==> config.mk <==
export PLATFORM = sky130hd
export DESIGN_NAME = serial_rx_multi
export DESIGN_NICKNAME = d
export VERILOG_FILES = /design/src/rtl/serial_rx_multi.sv
export SDC_FILE = /design/constraint.sdc
export NUM_CORES = 1
export LEC_CHECK = 0
export BUFFER_PORTS_ARGS = -buffer_cell sky130_fd_sc_hd__buf_2
export CAP_MARGIN = 10
export CORE_MARGIN = 2
export CORE_UTILIZATION = 32
export CTS_CLUSTER_DIAMETER = 50
export DETAILED_ROUTE_END_ITERATION = 7
export GPL_TIMING_DRIVEN = 0
export SKIP_LAST_GASP = 1
export SLEW_MARGIN = 5
export SYNTH_ARGS = -nofsm -noshare
export SYNTH_HDL_FRONTEND = slang
export SYNTH_SLANG_ARGS = --single-unit
==> constraint.sdc <==
create_clock -name clk -period 3.5 [get_ports clk]
set_input_delay 0.525 -clock clk [delete_from_list [all_inputs] [get_ports clk]]
set_output_delay 0.525 -clock clk [all_outputs]
set_load 0.03 [all_outputs]
==> src/rtl/serial_rx_multi.sv <==
module serial_rx_multi #(
  parameter int OVS = 16,
  parameter int DW  = 8
) (
  input  logic          clk,
  input  logic          rst_n,
  input  logic          rx_in,
  input  logic          sclk_in,
  input  logic [1:0]    mode,
  input  logic          sync_frame_en,
  input  logic          parity_en,
  input  logic          parity_odd,
  input  logic          irq_en,
  input  logic          rd_ack,
  input  logic          err_clr,
  output logic [DW-1:0] rx_data,
  output logic          rx_adr_bit,
  output logic          rx_full,
  output logic          par_err,
  output logic          ovr_err,
  output logic          frm_err,
  output logic          irq
);
  localparam int CW = $clog2(OVS);
  localparam int BW = $clog2(DW + 1);

  typedef enum logic [1:0] {IDLE, START, SHIFT, STOP} st_t;
  st_t st;

  logic [2:0]    rx_sy, ck_sy;
  logic [CW-1:0] cnt;
  logic [BW-1:0] nbit;
  logic [DW:0]   sh, sh_nx;

  wire          rx_s     = rx_sy[1];
  wire          rx_fall  = rx_sy[2] & ~rx_sy[1];
  wire          sync_md  = (mode == 2'd2);
  wire          framed   = ~sync_md | sync_frame_en;
  wire          mid      = (cnt == CW'(OVS / 2 - 1));
  wire          tick     = sync_md ? (ck_sy[1] & ~ck_sy[2]) : (cnt == CW'(OVS - 1));
  wire [BW-1:0] last_idx = (mode == 2'd1) ? BW'(DW) : BW'(DW - 1);
  wire          shift_en = (st == SHIFT) & tick;
  wire          done     = ((st == STOP) & tick) | (shift_en & ~framed & (nbit == last_idx));
  wire          par_slot = parity_en & ((mode == 2'd0) | (mode == 2'd3));
  wire          perr_new = parity_en & (mode == 2'd0) & ((^sh[DW-1:0]) != parity_odd);
  wire          ferr_new = (st == STOP) & ~rx_s;

  always_comb begin
    sh_nx = sh;
    if (shift_en) sh_nx[nbit] = rx_s;
  end

  always_ff @(posedge clk or negedge rst_n) begin
    if (!rst_n) begin
      st    <= IDLE;
      cnt   <= '0;
      nbit  <= '0;
      sh    <= '0;
      rx_sy <= '1;
      ck_sy <= '0;
    end else begin
      rx_sy <= {rx_sy[1:0], rx_in};
      ck_sy <= {ck_sy[1:0], sclk_in};
      sh    <= sh_nx;
      if (st == IDLE || tick || (st == START && mid)) cnt <= '0;
      else cnt <= cnt + 1'b1;
      unique case (st)
        IDLE: begin
          nbit <= '0;
          if (!sync_md && rx_fall) st <= START;
          else if (sync_md && !sync_frame_en) st <= SHIFT;
          else if (sync_md && tick && !rx_s) st <= SHIFT;
        end
        START: if (mid) st <= rx_s ? IDLE : SHIFT;
        SHIFT: if (tick) begin
          if (nbit == last_idx) begin
            nbit <= '0;
            if (framed) st <= STOP;
          end else begin
            nbit <= nbit + 1'b1;
          end
        end
        STOP: if (tick) st <= IDLE;
      endcase
    end
  end

  always_ff @(posedge clk or negedge rst_n) begin
    if (!rst_n) begin
      rx_full    <= 1'b0;
      par_err    <= 1'b0;
      ovr_err    <= 1'b0;
      frm_err    <= 1'b0;
      rx_adr_bit <= 1'b0;
      rx_data    <= '0;
    end else begin
      if (rd_ack) rx_full <= 1'b0;
      if (err_clr) begin
        par_err <= 1'b0;
        ovr_err <= 1'b0;
        frm_err <= 1'b0;
      end
      if (done) begin
        if (rx_full && !rd_ack) begin
          ovr_err <= 1'b1;
        end else begin
          rx_full    <= 1'b1;
          rx_data    <= par_slot ? {1'b0, sh_nx[DW-2:0]} : sh_nx[DW-1:0];
          rx_adr_bit <= (mode == 2'd1) & sh_nx[DW];
        end
        if (perr_new) par_err <= 1'b1;
        if (ferr_new) frm_err <= 1'b1;
      end
    end
  end

  assign irq = irq_en & (rx_full | par_err | ovr_err | frm_err);

  a_r2_glitch_dropped: assert property (@(posedge clk) disable iff (!rst_n)
    (st == START && mid && rx_s) |=> (st == IDLE));

  a_r4_no_parity_flag: assert property (@(posedge clk) disable iff (!rst_n)
    $rose(par_err) |-> ($past(mode) == 2'd0));

  a_r7_overrun_keeps_byte: assert property (@(posedge clk) disable iff (!rst_n)
    $rose(ovr_err) |-> $stable(rx_data));

  a_r8_ack_clears: assert property (@(posedge clk) disable iff (!rst_n)
    (rd_ack && !done) |=> !rx_full);

  a_r9_irq_on_full: assert property (@(posedge clk) disable iff (!rst_n)
    (irq_en && $rose(rx_full)) |-> irq);

endmodule

== Yosys cells after proc, flatten, opt, wreduce, memory -nomap -nowiden ==
Cells that the tools add are included.

* Word-level logic and storage cells: 108
* Bits in registers: 38

* Equality and inequality tests: 16
* Order comparisons: 2
* Multiplexer cells: 33
* Reductions and logical operators: 20
* Bitwise logic cells: 23
* Add/subtract/negate cells: 2

{| class="wikitable"
|+ Operators with widths
! operator !! count
|-
| 2-bit two-way mux || 9
|-
| 4-bit two-way mux || 4
|-
| 1-bit two-way mux || 14
|-
| 1-bit bitwise AND || 12
|-
| 9-bit bitwise mux || 1
|-
| 9-bit two-way mux || 1
|-
| 4-bit by 1-bit adder with 4-bit output (second input constant) || 2
|-
| 2-bit equality test (second input constant) || 4
|-
| 8-bit two-way mux || 1
|-
| 2-bit != test (second input constant) || 4
|-
| 2-bit one-hot mux with 4 select lines || 1
|-
| 4-bit one-hot mux with 2 select lines || 1
|-
| 8-bit parity || 1
|-
| 1-bit logical AND || 7
|-
| 1-bit OR || 6
|-
| 6-bit AND reduction || 1
|-
| 4-bit by 5-bit less-than comparator with 1-bit output (second input constant) || 1
|-
| 1-bit NOT || 5
|-
| 1-bit demux with 4-bit select || 1
|-
| 2-bit by 1-bit equality test with 1-bit output (second input constant) || 2
|-
| 4-bit by 3-bit equality test with 1-bit output (second input constant) || 1
|-
| 4-bit equality test || 1
|-
| 4-bit equality test (second input constant) || 1
|-
| 4-bit by 1-bit greater-or-equal comparator with 1-bit output (second input constant) || 1
|-
| 8 further kinds || 14
|}

== Logic depth before layout (Yosys ltp) ==
Gate-level depths: netlist (run 1).

* Depth in word-level cells: 9
* Mapped depth: 9

== Worst setup path before layout (run 1) ==
No wires, ideal clock.

* Kind: input port to flip-flop
* Start: input port mode[0]
* End: register rx_data[0]
* Library setup time: 0.125 ns
* Slack: 1.246 ns
* Path buffers: 2
* Cell stages on the path: 8
* Required time: 3.375 ns
* Arrival: 2.128 ns
* Cell sequence: inv_1 > ha_1 > nand4b_4 > and2_1 > buf_6 > a2111oi_4 > buf_6 > mux2_4

* Longest elaborated chain between the ends: 8
* Elaborated cells on any way between the ends: 16
* Those cells by class: eq/ne: 3; mux: 4; bitwise: 8; reduce/logical: 1

{| class="wikitable"
|+ Ends and longest elaborated chain
! element !! RTL line !! RTL
|-
| from (decl) || 9 || <nowiki>input logic [1:0] mode,</nowiki>
|-
| 2-bit equality test || 37 || <nowiki>wire sync_md = (mode == 2'd2);</nowiki>
|-
| 1-bit NOT || 38 || <nowiki>wire framed = ~sync_md | sync_frame_en;</nowiki>
|-
| 1-bit OR || 38 ||
|-
| 1-bit NOT || 43 || <nowiki>wire done = ((st == STOP) & tick) | (shift_en & ~framed & (nbit == last_idx));</nowiki>
|-
| 1-bit bitwise AND (2 in series) || 43 ||
|-
| 1-bit OR || 43 ||
|-
| 2-bit AND reduction (no source line) || -- ||
|-
| to (signal assigned) || 108 || <nowiki>rx_data <= par_slot ? {1'b0, sh_nx[DW-2:0]} : sh_nx[DW-1:0];</nowiki>
|-
| to (decl) || 16 || <nowiki>output logic [DW-1:0] rx_data,</nowiki>
|}

Several ways; a longest one is shown, not always the timed one.
A chain may end at the register's enable or synchronous reset.

== Final worst setup path (run 1) ==
* Start: input port mode[0]
* End: register rx_data[1]

Same word-level chain as after synthesis.

==> results.yml, run 1 <==
worst_hold_path:
  hold_path_class: "in -> async"
floorplanning:
  die_height_um: 82.03
  core_area_um2: 5886
  die_area_um2: 6728
  die_width_um: 82.03
  ioPinCount: 26
  fp-row-count: 28
  initial_core_util_pct: 33.10
sta:
  tns_ps: 0
  slew_headroom_pct: 45.51
  hold_viol: 0
  fin_worst_skew_ps: 6.214
  tightest_slew_ps: 817.4
  rsz0062_at_grt: "no"
  setup-violations-final: 0
  period_needed_ps: 2272
  fin_crit_sh_pct: 64.91
  slew_viol_final: 0
  max_clock_freq_ghz: 0.4402
cts:
  worstSkewPairLatency_ps: 290
  numCtsBuffers: 5
  postCtsSetupBuffers: 0
  clock_path_buffers: 2
  htreeDepth: 2
  path_clk_slew_ps: 70
  cts_resized: 0
  clockRootBuffer: "clkbuf_8"
  clock-sinks: 38
  cts_hold_buffers: 0
  cts_tree: "yes"
logic_synthesis:
  synth_cells: 161
  syn_area_um2: 1948
  ys_types: 42
  synth_mux_area_share_pct: 11.75
  synth_simple_gate_area_share_pct: 14.26
  syn_area_per_cell_um2: 12.10
  seq_area_frac_synth_pct: 49.00
  syn_nets: 181
  ys_seq_elements: 38
  synthAdderAreaFrac_pct: 5.138
  yosysWarnings: 0
  synth_top_flop_cell: "dfrtp_1"
  synth_area_leader_cell: "dfrtp_1"
  synth_top_family_by_area: "simple AND/OR/NAND/NOR gates"
  synth_compound_area_share_pct: 11.05
  yosysTopAreaCellShare_pct: 44.96
  synth_edf_count: 0
  async_flop_share_pct: 100.0
  synth-xor-area-share_pct: 4.496
  synth_area_leaders: "dfrtp_1 45%, mux2_4 7.7%, ha_1 5.1%, dfstp_2 4.0%, mux2_2 4.0%"
setup_path:
  critPathMaxStageDelay_ps: 360
  path_cells: "buf_2, inv_1, ha_1, nand3b_2, and2_1, buf_6, a2111oi_4, buf_6, mux2_4"
  worst_setup_path_end_kind: "flop"
  required_ps: 3680
  reg2reg_depth: 7
  crit_type: "in -> reg"
  cp.arrival_ps: 2450
  ff2ff_setup_slack_ps: 1420
  r2r-start: "cnt[0]$_DFF_PN0_"
  critPathLaunchType: "input port"
  critPathSlowestCell: "a2111oi_4"
  crit_top_cell: "buf_6"
  r2r_end: "rx_data[1]$_DFFE_PN0P_"
  cp_max_fo: 10
grt:
  grtUsageTotal_pct: 11.57
  grt_max_degree: 39
  overflow: 0
  grt_first_pass_wirelength_um: 5858
  grt_antenna_before_repair: 0
  grt_pass1_vias: 1282
drt:
  drt-wirelength-per-cell_um: 12.72
  drt-total-wl_um: 3423
  final_antenna_net_count: 0
  drtIter0Drc: 87
  drt_pre_antenna_iters: 4
  vias: 1273
  drc_errors: 0
  via_per_inst: 4.732
final_layout:
  antennaDiodeCount: 0
  syn2layout_area_growth_pct: 16.70
  nets: 213
  final_util_pct: 38.63
  layout-drive-gt1-share_pct: 32.47
  fillers: 588
placed_design:
  hpwl_um: 2520
  portBuffers: 25
  gp_congestion: 0.7925
pwr:
  ir_worst_vdd_mv: 0.2016
  finalPower_uw: 1417
  powerDensity_nw_per_um2: 623.4
  leakagePower_uw: 0.001092
outcome:
  status: "completed"
job:
  maxCapViolations: 0
## cell families after synthesis
group / count (synthesis)
simple gates: 45
flops: 38
compound gates: 25
buf+inv: 18
mux: 17
xor+xnor: 10
fa+ha+maj: 8
## synthesized netlist by cell type, types with 3 or more instances
library cell,count
dfstp_2,3
o22ai_1,3
xnor2_1,8
o21ai_0,4
nand2_1,10
mux2_4,10
dfrtp_1,35
ha_1,8
nand3_1,6
a21oi_1,7
inv_1,14
nor2_1,8
mux2_2,7
nand2b_1,4
## how the worst max path moves through the flow
stage / from / to / cells past startpoint
6_report: mode[0] / rx_data[1]$_DFFE_PN0P_ / 9
3_5_place_dp: mode[0] / rx_data[2]$_DFFE_PN0P_ / 9
5_1_grt: mode[0] / rx_data[1]$_DFFE_PN0P_ / 9
2_1_floorplan: mode[0] / rx_data[0]$_DFFE_PN0P_ / 8
3_3_place_gp: mode[0] / rx_data[0]$_DFFE_PN0P_ / 9
4_1_cts: mode[0] / rx_data[2]$_DFFE_PN0P_ / 9
## worst max-delay path: cells and delay by family
kind                     cells  cell delay [ps]
multiplexers                 1              310
adder cells (fa/ha/maj)      1              330
buffers and inverters        4              540
AO/OA/AOI/OAI                1              360
AND/OR/NAND/NOR              2              380
## cell usage in the layout, fill, tap and decap left out, types with 2 or more instances in the layout
cell	n
dfrtp_1	35
o21ai_0	4
xor2_1	2
mux2_4	10
mux2_2	7
inv_1	14
buf_6	2
o22ai_1	3
o32ai_1	2
nor2b_1	2
buf_2	25
xnor2_1	8
clkbuf_1	3
nand3_1	6
clkbuf_8	5
a2111oi_4	2
nand2_1	10
or3_1	2
ha_1	8
nand2b_1	4
dfstp_2	3
a21oi_1	7
nor2_1	8
## report_power, final
part	internal, uW	switching, uW
clock network	213	148
logic	201	248
registers	523	83.0
## sequential cells by signal, indices dropped and copies added (netlist names)
signal,count
st,2
ck_sy,3
sh,9
rx_adr_bit,1
rx_sy,3
rx_data,8
rx_full,1
cnt,4
par_err,1
nbit,4
ovr_err,1
frm_err,1
## layout make-up
cell class	instances	area, um^2	area share [%]
clock inverter	1	30.03	1.321
timing repair buffer	25	125.1	5.504
clock buffer	7	76.32	3.357
buffer	4	31.28	1.376
tap	75	93.84	4.128
sequential	38	954.7	41.99
inverter	14	52.55	2.312
multi-input combinational	105	909.6	40.01
## layer usage
metal  GRT usage, %  share of wire, %  up-vias
met1          15.17                50      609
li1               -                 -      627
met4          4.000               1.4        0
met2          17.80                43       31
met5              0                 0        -
met3          3.956               5.6        6
## metrics by stage
stage               cell area (um^2)  hold slack, ps  setup slack [ps]  instances
floorplan                       1948           229.4              1246        161
finish                          2273           327.3              1228        269
CTS                             2273           321.2              1224        269
detailed placement              2167           342.6             917.8        261
global route                    2273           315.2              1135        269
global placement                2167           338.8             945.1        261
Note: power is estimated with default switching activity, not from simulation.
==> inputs of run 2 (changes only) <==
- clock period: 3.5 -> 1.8 ns (I/O delays scaled with it)
==> results.yml, run 2 (synthesized netlist as in run 1, its figures left out) <==
setup_path:
  crit_type: "reg -> reg"
  critPathLaunchType: "flop"
  r2r_end: "rx_data[5]$_DFFE_PN0P_"
  worst_setup_path_end_kind: "flop"
  r2r-start: "st[0]$_DFFE_PN0P_"
  cp-startpoint: "st[0]$_DFFE_PN0P_"
  cp_max_fo: 8
  required_ps: 1970
  reg2reg_depth: 5
  ff2ff_setup_slack_ps: -100
  cp.arrival_ps: 2070
sta:
  fin_worst_skew_ps: 7.125
  rsz0062_at_grt: "yes"
  period_needed_ps: 1897
  hold_viol: 0
  fin_crit_sh_pct: 105.4
  slew_headroom_pct: 43.38
  holdWs_ps: 76.74
  slew_viol_final: 0
  setup-violations-final: 9
  worst_slack_ps: -96.64
  max_clock_freq_ghz: 0.5272
  tightest_slew_ps: 849.4
worst_hold_path:
  hold_path_class: "in -> reg"
  hp-start: "rx_in"
  holdPathEnd: "rx_sy[0]$_DFF_PN1_"
  min_delay_path_depth: 1
final_layout:
  fillers: 575
  syn2layout_area_growth_pct: 20.62
  regMostFlops: "sh"
  largest_reg_flops: 9
  reg_top3: "sh x9, rx_data x8"
  mostFrequentLayoutCells: "31 x dfrtp_1, 25 x buf_2, 13 x inv_1"
  nets: 219
  layout-drive-gt1-share_pct: 39.00
  final_util_pct: 39.92
  layout_commonest_cell: "dfrtp_1"
  antennaDiodeCount: 0
  fin_area_um2: 2350
drt:
  drt-total-wl_um: 3647
  drt_pre_antenna_iters: 4
  via_per_inst: 4.673
  drt-wirelength-per-cell_um: 13.26
  drtIter0Drc: 91
  final_antenna_net_count: 0
  vias: 1285
  drc_errors: 0
placed_design:
  gp_congestion: 0.7934
  portBuffers: 25
  place_ws_ps: -296.3
  dpl_cell_area_um2: 2192
  hpwl_um: 2501
grt:
  grt_first_pass_wirelength_um: 6092
  globalRouteMet1Util_pct: 17.38
  grt_pass1_vias: 1268
  gr-usage-met3_pct: 3.626
  overflow: 0
  grtUsageTotal_pct: 12.11
  use_met2_pct: 17.56
  grt_antenna_before_repair: 0
  grt_max_degree: 39
  grt-busiest-layer: "met2"
floorplanning:
  fp-row-count: 28
  initial_core_util_pct: 33.10
  die_area_um2: 6728
  die_height_um: 82.03
  ioPinCount: 26
  core_area_um2: 5886
  die_width_um: 82.03
cts:
  path_clk_slew_ps: 70
  htreeDepth: 2
  cts_tree: "yes"
  clockRootBuffer: "clkbuf_8"
  clock_path_buffers: 2
  numCtsBuffers: 5
  clock-sinks: 38
  worstSkewPairLatency_ps: 290
pwr:
  ir_worst_vdd_mv: 0.4044
  powerDensity_nw_per_um2: 1155
  leakagePower_uw: 0.001118
job:
  maxCapViolations: 0
outcome:
  status: "complete, but fails checks"
  violations: "negative setup slack"
[run 2: cell types whose count changed in the layout (fill, tap and decap cells not counted), sizes merged]
cell	before	now
bufinv	1	0
buf	27	33
clkbuf	9	10
[run 2: critical path, stage by stage, from the launching register on]
cell and delay (ps):
dfrtp_1 470, nand2b_4 200, a2111oi_4 390, nand2_1 140
mux2_4 330, mux2_4 250
[run 2: timing repair]
item	in CTS	in global routing
setup endpoints to repair	9	11
pin swaps	6	2
hold buffers	0	0
gates resized for setup	7	3
buffers inserted	5	1
gates cloned	1	0
[run 2: how the worst max path moves through the flow]
| stage | endpoint | slack, ps | depth (start not counted) |
|---|---|---|---|
| 3_5_place_dp | rx_data[6]$_DFFE_PN0P_ | -300 | 8 |
| 2_1_floorplan | rx_data[4]$_DFFE_PN0P_ | -40 | 6 |
| 5_1_grt | rx_adr_bit$_DFFE_PN0P_ | -160 | 6 |
| 3_3_place_gp | rx_data[6]$_DFFE_PN0P_ | -270 | 8 |
| 6_report | rx_data[5]$_DFFE_PN0P_ | -100 | 5 |
| 4_1_cts | rx_data[1]$_DFFE_PN0P_ | -120 | 6 |
[run 2: layout make-up]
class	count	area, um^2	share of cell area (%)
plain buffers	3	20.02	0.8520
inverters	14	52.55	2.236
multi-input cells	105	965.9	41.11
well taps	75	93.84	3.994
flip-flops and latches	38	959.7	40.84
clock buffers	8	80.08	3.408
repair buffers	32	177.7	7.561
[run 2: layer usage]
layer / vias up / wire length, um
li1: 639 / -
met1: 598 / 1866
met2: 44 / 1535
met3: 4 / 214
met4: 0 / 30
met5: - / 0
[run 2: metrics by stage]
step                      cells  setup TNS [ps]  total power (uW)
after floorplan             161          -120.3              1895
after global placement      261           -2187              2096
after detailed placement    261           -2491              2106
after CTS                   274          -842.7              2723
after global routing        275           -1348              2934
final                       275          -556.4              2713
[run 2: report_power, final]
part / internal [uW] / total [uW] / switching, uW
logic: 449 / 958 / 509
registers: 1020 / 1200 / 178
clock network: 275 / 553 / 278
==> inputs of run 3 (changes only) <==
- ABC_AREA: not set -> 1
==> results.yml, run 3 <==
grt:
  grt_pass1_vias: 1604
  grt_first_pass_wirelength_um: 7258
  grt_max_degree: 39
  overflow: 0
  grtUsageTotal_pct: 12.60
  grt_antenna_before_repair: 0
cts:
  cts_hold_buffers: 0
  postCtsSetupBuffers: 0
  clock_path_buffers: 2
  clockRootBuffer: "clkbuf_8"
  cts_resized: 0
  clock-sinks: 38
  worstSkewPairLatency_ps: 300
  path_clk_slew_ps: 80
  numCtsBuffers: 5
  cts_tree: "yes"
  htreeDepth: 2
floorplanning:
  ioPinCount: 26
  die_area_um2: 7176
  fp-row-count: 29
  die_width_um: 84.71
  initial_core_util_pct: 33.02
  core_area_um2: 6314
  die_height_um: 84.71
logic_synthesis:
  synth_most_common_cell: "nand2_1"
  synth_area_leader_cell: "dfrtp_1"
  syn_area_um2: 2084
  seq_area_frac_synth_pct: 45.80
  ys_types: 31
  syn_area_per_cell_um2: 7.749
  synth_top_flop_cell: "dfrtp_1"
  async_flop_share_pct: 100.0
  yosys-top-cells-count: "107 x nand2_1, 35 x dfrtp_1, 27 x inv_1"
  yosysTopAreaCellShare_pct: 42.02
  synth_area_leaders: "dfrtp_1 42%, nand2_1 19%, inv_1 4.9%, ha_1 4.8%, dfstp_2 3.8%"
  syn_nets: 289
  ys_seq_elements: 38
  synth_edf_count: 0
  yosysWarnings: 0
  synth_cells: 269
pwr:
  power_frac_seq_pct: 37.0
  swShare_pct: 35.99
  leakagePower_uw: 0.001310
  combPwrFrac_pct: 34.2
  clkPwrFrac_pct: 28.8
  powerDensity_nw_per_um2: 1273
  p_sw_uw: 1125
  finalPower_uw: 3127
  ir_worst_vdd_mv: 0.4869
  power.internal_uw: 2001
placed_design:
  hpwl_um: 3020
  place_ws_ps: -8.407
  portBuffers: 25
  place_inst: 371
  gp_congestion: 0.8041
drt:
  via_per_inst: 4.491
  drt-met1-wl_um: 2047
  drtIter0Drc: 53
  wl_met3_um: 192
  drt_pre_antenna_iters: 4
  final_antenna_net_count: 0
  drt-wirelength-per-cell_um: 10.64
  highest_layer: "met4"
  vias: 1702
  wl_met2_um: 1704
  drc_errors: 0
  drt-total-wl_um: 4034
sta:
  slew_viol_final: 0
  rsz0062_at_grt: "no"
  setup-violations-final: 0
  fin_crit_sh_pct: 91.46
  max_clock_freq_ghz: 0.6074
  slew_headroom_pct: 45.09
  tightest_slew_ps: 823.7
  period_needed_ps: 1646
  fin_worst_skew_ps: 8.293
  worst_slack_ps: 153.8
  hold_viol: 0
setup_path:
  critPathLaunchType: "flop"
  required_ps: 1990
  cp_max_fo: 7
  r2r-start: "cnt[0]$_DFF_PN0_"
  path_cells: "ha_1, nand2_1, inv_2, nand3_2, nand2_2, nand3_2, clkinv_1, nand2_1, nand2_1"
  worst_setup_path_end_kind: "flop"
  r2r_end: "rx_data[6]$_DFFE_PN0P_"
  critPathSlowestCell: "dfrtp_1"
  crit_top_cell: "nand2_1"
  crit_end: "rx_data[6]$_DFFE_PN0P_"
  cp.arrival_ps: 1840
  cp-startpoint: "cnt[0]$_DFF_PN0_"
  crit_type: "reg -> reg"
  ff2ff_setup_slack_ps: 150
  reg2reg_depth: 9
  critPathMaxStageDelay_ps: 400
final_layout:
  regMostFlops: "sh"
  mostFrequentLayoutCells: "106 x nand2_1, 35 x dfrtp_1, 27 x inv_1"
  reg_top3: "sh x9, rx_data x8"
  nets: 321
  largest_reg_flops: 9
  final_util_pct: 38.90
  final_cell_count_no_fill: 379
  syn2layout_area_growth_pct: 17.83
  antennaDiodeCount: 0
  layout_commonest_cell: "nand2_1"
  layout-drive-gt1-share_pct: 21.19
worst_hold_path:
  hold_path_class: "in -> async"
job:
  maxCapViolations: 0
outcome:
  status: "completed"
run 3: cell types whose count changed after synthesis, moves of 8 or more:
cell	before	now
mux2_4	10	0
inv_1	14	27
o21ai_0	4	14
nand2_1	10	107
nand3_1	6	14
run 3: metrics by stage:
step | hold WS (ps) | instance area (um^2) | setup TNS [ps]
after detailed placement | 340.4 | 2306 | -8.407
after CTS | 55.10 | 2449 | 0
after floorplan | -25.59 | 2085 | 0
final | 70.52 | 2456 | 0
after global placement | 333.7 | 2306 | 0
after global routing | 60.52 | 2456 | 0
run 3: cell families after synthesis:
family          Yosys count  share of synthesized area, %
compound gates           27                         8.284
fa+ha+maj                 8                         4.802
simple gates            156                         32.29
buf+inv                  37                         7.563
flops                    38                         45.80
xor+xnor                  3                         1.261
run 3: power groups by stage:
stage / clock (uW) / combinational (uW) / sequential, uW
floorplan: 0 / 770 / 1230
detailed placement: 0 / 1070 / 1170
global route: 956 / 1240 / 1180
global placement: 0 / 1060 / 1160
finish: 902 / 1070 / 1160
CTS: 928 / 1070 / 1150
run 3: routing by layer:
layer / vias to the layer above / GRT usage (%)
met1: 762 / 17.52
met2: 33 / 18.83
met3: 8 / 2.458
met5: - / 0
li1: 899 / -
met4: 0 / 6.061
run 3: worst max-delay path, delay by kind of cell (launching register included):
family | cells | cell delay, ps
fa+ha+maj | 1 | 220
buf+inv | 2 | 250
flops | 1 | 400
simple gates | 6 | 660
run 3: worst min path at each step:
stage | start | endpoint | slack [ps] | cells after the start
finish | rst_n | nbit[3]$_DFFE_PN0P_ | 70 | 1
global route | rx_in | rx_sy[0]$_DFF_PN1_ | 60 | 1
CTS | rx_in | rx_sy[0]$_DFF_PN1_ | 60 | 1
detailed placement | ck_sy[0]$_DFF_PN0_ | ck_sy[1]$_DFF_PN0_ | 340 | 0
global placement | ck_sy[0]$_DFF_PN0_ | ck_sy[1]$_DFF_PN0_ | 330 | 0
floorplan | rst_n | ck_sy[0]$_DFF_PN0_ | -30 | 0
run 3: cell type report:
| cell class | count | area (um^2) |
|---|---|---|
| Buffer | 4 | 33.78 |
| Clock buffer | 6 | 82.58 |
| Clock inverter | 2 | 60.06 |
| Fill cell | 679 | 3857 |
| Inverter | 33 | 123.9 |
| Multi-Input combinational cell | 194 | 979.7 |
| Sequential cell | 38 | 954.7 |
| Tap cell | 77 | 96.34 |
| Timing Repair Buffer | 25 | 125.1 |
